### config.mk
export PLATFORM = sky130hd
export DESIGN_NAME = cond_loop_branch
export DESIGN_NICKNAME = d
export VERILOG_FILES = /design/src/rtl/cond_pkg.sv /design/src/rtl/cond_eval.sv /design/src/rtl/count_step.sv /design/src/rtl/cond_loop_branch.sv
export SDC_FILE = /design/constraint.sdc
export NUM_CORES = 1
export LEC_CHECK = 0
export BUFFER_PORTS_ARGS = -buffer_cell sky130_fd_sc_hd__buf_2
export CORE_MARGIN = 5
export CORE_UTILIZATION = 29
export DETAILED_ROUTE_END_ITERATION = 10
export GPL_TIMING_DRIVEN = 0
export PLACE_DENSITY = 0.62
export SYNTH_ARGS = -nofsm -noshare
export SYNTH_HDL_FRONTEND = slang
export SYNTH_SLANG_ARGS = --single-unit
### constraint.sdc
create_clock -name clk -period 2.15 [get_ports clk]
set_input_delay 0.215 -clock clk [delete_from_list [all_inputs] [get_ports clk]]
set_output_delay 0.215 -clock clk [all_outputs]
set_load 0.05 [all_outputs]
### src/rtl/cond_pkg.sv
package cond_pkg;

    localparam int SEL_W = 4;

    typedef enum logic [SEL_W-1:0] {
        SEL_ALWAYS = 4'd0,
        SEL_NEVER  = 4'd1,
        SEL_HIGHER = 4'd2,
        SEL_LOWSAM = 4'd3,
        SEL_NOCARY = 4'd4,
        SEL_CARRY  = 4'd5,
        SEL_NOTEQ  = 4'd6,
        SEL_EQUAL  = 4'd7,
        SEL_NOOVF  = 4'd8,
        SEL_OVF    = 4'd9,
        SEL_PLUS   = 4'd10,
        SEL_MINUS  = 4'd11,
        SEL_GREQ   = 4'd12,
        SEL_LESS   = 4'd13,
        SEL_GRTR   = 4'd14,
        SEL_LSEQ   = 4'd15
    } cond_sel_e;

    typedef struct packed {
        logic neg;
        logic zero;
        logic ovf;
        logic carry;
    } ccr_t;

    typedef enum logic {
        MODE_PLAIN = 1'b0,
        MODE_LOOP  = 1'b1
    } br_mode_e;

    function automatic logic cond_test(input cond_sel_e sel, input ccr_t f);
        logic same_sign;
        logic r;
        same_sign = ~(f.neg ^ f.ovf);
        unique case (sel)
            SEL_ALWAYS: r = 1'b1;
            SEL_NEVER:  r = 1'b0;
            SEL_HIGHER: r = ~f.carry & ~f.zero;
            SEL_LOWSAM: r = f.carry | f.zero;
            SEL_NOCARY: r = ~f.carry;
            SEL_CARRY:  r = f.carry;
            SEL_NOTEQ:  r = ~f.zero;
            SEL_EQUAL:  r = f.zero;
            SEL_NOOVF:  r = ~f.ovf;
            SEL_OVF:    r = f.ovf;
            SEL_PLUS:   r = ~f.neg;
            SEL_MINUS:  r = f.neg;
            SEL_GREQ:   r = same_sign;
            SEL_LESS:   r = ~same_sign;
            SEL_GRTR:   r = ~f.zero & same_sign;
            default:    r = f.zero | ~same_sign;
        endcase
        return r;
    endfunction

endpackage

### src/rtl/cond_eval.sv
module cond_eval
    import cond_pkg::*;
(
    input  cond_sel_e sel_i,
    input  ccr_t      ccr_i,
    output logic      hit_o
);
    always_comb begin
        hit_o = cond_test(sel_i, ccr_i);
    end
endmodule

### src/rtl/count_step.sv
module count_step #(
    parameter int DATA_W = 32,
    parameter int CNT_W  = 16
) (
    input  logic [DATA_W-1:0] val_i,
    output logic [DATA_W-1:0] val_o,
    output logic              expired_o
);
    logic [CNT_W-1:0] low_dec;

    always_comb begin
        low_dec   = val_i[CNT_W-1:0] - CNT_W'(1);
        expired_o = &low_dec;
    end

    assign val_o[CNT_W-1:0] = low_dec;

    generate
        if (DATA_W > CNT_W) begin : g_upper
            assign val_o[DATA_W-1:CNT_W] = val_i[DATA_W-1:CNT_W];
        end
    endgenerate
endmodule

### src/rtl/cond_loop_branch.sv
module cond_loop_branch
    import cond_pkg::*;
#(
    parameter int DATA_W = 32,
    parameter int CNT_W  = 16
) (
    input  logic              clk,
    input  logic              rst,
    input  logic              start_i,
    input  logic              mode_loop_i,
    input  logic [3:0]        cond_i,
    input  logic [3:0]        flags_i,
    input  logic [DATA_W-1:0] reg_i,
    output logic              cond_true_o,
    output logic              take_o,
    output logic [DATA_W-1:0] reg_o,
    output logic              reg_we_o
);
    typedef struct packed {
        logic              hit;
        logic              take;
        logic              we;
        logic [DATA_W-1:0] val;
    } result_t;

    logic              hit;
    logic [DATA_W-1:0] stepped;
    logic              expired;
    br_mode_e          mode;
    result_t           nxt, cur;

    assign mode = br_mode_e'(mode_loop_i);

    cond_eval u_eval (
        .sel_i (cond_sel_e'(cond_i)),
        .ccr_i (ccr_t'(flags_i)),
        .hit_o (hit)
    );

    count_step #(.DATA_W(DATA_W), .CNT_W(CNT_W)) u_step (
        .val_i     (reg_i),
        .val_o     (stepped),
        .expired_o (expired)
    );

    always_comb begin
        nxt.hit  = hit;
        nxt.take = 1'b0;
        nxt.we   = 1'b0;
        nxt.val  = reg_i;
        if (mode == MODE_PLAIN) begin
            nxt.take = hit;
        end else if (!hit) begin
            nxt.we   = 1'b1;
            nxt.val  = stepped;
            nxt.take = ~expired;
        end
    end

    always_ff @(posedge clk) begin
        if (rst) begin
            cur <= '0;
        end else if (start_i) begin
            cur <= nxt;
        end else begin
            cur.take <= 1'b0;
            cur.we   <= 1'b0;
        end
    end

    assign cond_true_o = cur.hit;
    assign take_o      = cur.take;
    assign reg_o       = cur.val;
    assign reg_we_o    = cur.we;

    // strobes only follow a start
    p_strobe_after_start_r9: assert property (@(posedge clk) disable iff (rst)
        !start_i |=> (!take_o && !reg_we_o));

    // plain mode never writes the register
    p_plain_no_write_r5: assert property (@(posedge clk) disable iff (rst)
        (start_i && !mode_loop_i) |=> !reg_we_o);

    // a true test in loop mode exits without touching the counter
    p_loop_exit_r6: assert property (@(posedge clk) disable iff (rst)
        (start_i && mode_loop_i && hit) |=> (!take_o && !reg_we_o && reg_o == $past(reg_i)));

    // upper half survives a decrement
    p_upper_kept_r7: assert property (@(posedge clk) disable iff (rst)
        (start_i && mode_loop_i && !hit) |=> (reg_we_o && reg_o[DATA_W-1:CNT_W] == $past(reg_i[DATA_W-1:CNT_W])));

    // no branch back once the low half reads all ones
    p_no_take_at_end_r8: assert property (@(posedge clk) disable iff (rst)
        (reg_we_o && take_o) |-> (reg_o[CNT_W-1:0] != {CNT_W{1'b1}}));
endmodule

==> metrics.txt <==
Synthesized Nets 287; TritonCTS clock tree yes; Inst Count DP 396; # port buffers 75; Hold Crit Class in2reg; Filler cells 722; Die Y 93.1 µm; Cell Rows 30; 1st-pass router iterations 4; Final Hold Fails 0; Clock Path Buffers 2; Root Buffer clkbuf_8; Layout area overhead 29.7%; vias in the first global route 1964; most frequent cells in the layout buf_2 (76), nor2_1 (38), dfxtp_1 (35); Power Density 681 mW/mm²; Tightest Pin Transition 0.682 ns; Routed Antenna Nets 0; Rel. slew slack 54.5%; Post-Route WL 5.70 mm; Combinational Power Share 26.3%; LEAKAGE 1.11 nW; maximum vdd drop 211 µV; crit-path max FO 7; clk_lat worst skew 0.29 ns; max_cap viols 0; Internal 1.18 mW; Layout Nets 369; remaining global-route overflow 0; clock power share 33.4%; Reg clk slew, reported paths 0.08 ns; placed inst area 0.00248 mm²; TritonCTS Sinks 35; top_reg_cell synth dfxtp_1; Tcrit/Tclk final 88.1%; WHS Endpoint reg_o[21]$_SDFFE_PP0P_; GPL Wtd Cong 0.855; WL/cell 14.1 µm; Die ar. 0.00866 mm²; CP Data Required Time 2.34 ns; cell area after synthesis 0.00200 mm²; hold_buf cts 0; Setup crit start kind input port; CTS buffer count 5; commonest non-fill, non-tap cell in the layout buf_2; boundary pin count 79; worst hold start reg_i[21]; Setup Skew 0 ns; status finished, final reports clean; DRT iter0 DRCs 118; initial antenna violation count 0; Slew Limit Fails 0; Crit Path Class in2reg; CP arrival 2.09 ns; Post-synth EDFFs 0; post-synthesis async set-or-reset flop share 0%; H-tree levels 2; distinct cell type count after synthesis 48; ANT cells 0; layout cells sized above 1 29.6%; Total GRT Usage 13.3%; Hold Crit Depth 3; Initial Util 29.6%; fin cells 404; first-pass GRT wire length 9.25 mm; hold slack 0.160 ns; post-synthesis area per instance 8.30 µm²; fin area 0.00259 mm²; Net Sw Power 0.591 mW; DR vias 2055; Fin Setup TNS 0 ns; Final Setup Violations 0; Crit. End Element flip-flop; fmax 0.528 GHz; largest net degree at the start of global routing 13; min Tclk post-route 1.89 ns; sequential power share 40.2%; Yosys warning count 0; placed wire-length estimate 4.51 mm; r2r worst-path depth 2; total core area 0.00676 mm²; worst r2r dst reg_o[1]$_SDFFE_PP0P_; switching share of power 33.4%; drt drc 0; R2R Setup Slk 1.28 ns; register area share after synthesis 35.0%; Horiz. Die Dim 93.1 µm; flop and latch count out of synthesis 35; Synth Instances 241; R2R Path Start reg_o[1]$_SDFFE_PP0P_; unrepaired setup endpoints after global routing no; Vias per Instance 5.09; Pwr Total 1.77 mW
-- power groups by stage --
stage               sequential (mW)  clock [mW]  combinational (mW)
floorplan                     0.880           0               0.165
global placement              0.724           0               0.462
detailed placement            0.726           0               0.467
CTS                           0.711       0.609               0.469
global route                  0.717       0.635               0.505
finish                        0.711       0.591               0.465
-- cell families after synthesis --
family | Yosys count | synth area share (%)
XOR/XNOR | 5 | 2.19
AO/OA/AOI/OAI | 47 | 18.6
flip-flops | 35 | 35.0
adder cells (fa/ha/maj) | 2 | 1.25
buffers and inverters | 19 | 4.00
AND/OR/NAND/NOR | 114 | 29.3
multiplexers | 19 | 9.57
-- cells in the mapped netlist, types with 3 or more instances --
cell type | n | area, µm²
and3_1 | 3 | 18.8
or3_1 | 14 | 87.6
o31ai_1 | 5 | 37.5
inv_1 | 5 | 18.8
buf_1 | 4 | 15.0
nor2_1 | 38 | 143
nor2b_1 | 4 | 25.0
o21ai_0 | 11 | 55.1
or4_1 | 5 | 37.5
nand2_1 | 15 | 56.3
clkbuf_1 | 8 | 30.0
dfxtp_1 | 35 | 701
nand3_1 | 8 | 40.0
xnor2_1 | 3 | 26.3
nand4_1 | 3 | 18.8
a311oi_1 | 11 | 96.3
mux2i_1 | 18 | 180
nor3_1 | 8 | 40.0
a21oi_1 | 3 | 15.0
a22oi_1 | 5 | 37.5
-- metal layers --
metal / track usage, % / up-vias / wire length [µm]
met5: 0 / - / 0
met4: 4.03 / 0 / 82
met3: 4.18 / 8 / 454
met2: 22.4 / 71 / 2620
met1: 16.2 / 917 / 2540
li1: - / 1059 / -
-- registers in the layout, summed over array words and instances, names as in the netlist --
name / count
reg_we_o: 1
reg_o: 32
cond_true_o: 1
take_o: 1
-- per-stage QoR --
step	util (%)	worst slack, ns
after floorplan	-	0.235
after global placement	36.6	-0.113
after detailed placement	36.6	-0.166
after CTS	38.3	0.130
after global routing	38.4	0.116
final	38.4	0.257
-- critical path, cell delays in order --
cell and delay (ns):
buf_2 0.15, nor4_2 0.36, nand2_1 0.23, or4_1 0.56
or3_1 0.33, a311oi_1 0.25
-- timing repair --
action                                  CTS  global route
resized for setup                         0             1
setup buffers                             0             0
endpoints found under the setup margin    0             1
-- final cells by class --
type	count	area (µm²)	area share [%]
multi-input combinational	187	1230	47.3
sequential	35	701	27.0
timing repair buffer	75	375	14.5
tap	80	100	3.86
clock buffer	5	68.8	2.65
buffer	14	61.3	2.36
clock inverter	3	43.8	1.69
inverter	5	18.8	0.723
-- worst max path at each step --
| stage | endpoint | start | cells past startpoint | slack [ns] |
|---|---|---|---|---|
| after floorplan | reg_o[15]$_SDFFE_PP0P_ | reg_i[3] | 6 | 0.24 |
| after global placement | reg_o[15]$_SDFFE_PP0P_ | reg_i[0] | 6 | -0.11 |
| after detailed placement | reg_o[15]$_SDFFE_PP0P_ | reg_i[0] | 6 | -0.17 |
| after CTS | reg_o[15]$_SDFFE_PP0P_ | reg_i[0] | 6 | 0.13 |
| after global routing | reg_o[7]$_SDFFE_PP0P_ | cond_i[1] | 8 | 0.12 |
| final | reg_o[15]$_SDFFE_PP0P_ | reg_i[0] | 6 | 0.26 |
No activity file was read; power rests on OpenSTA's default activity.
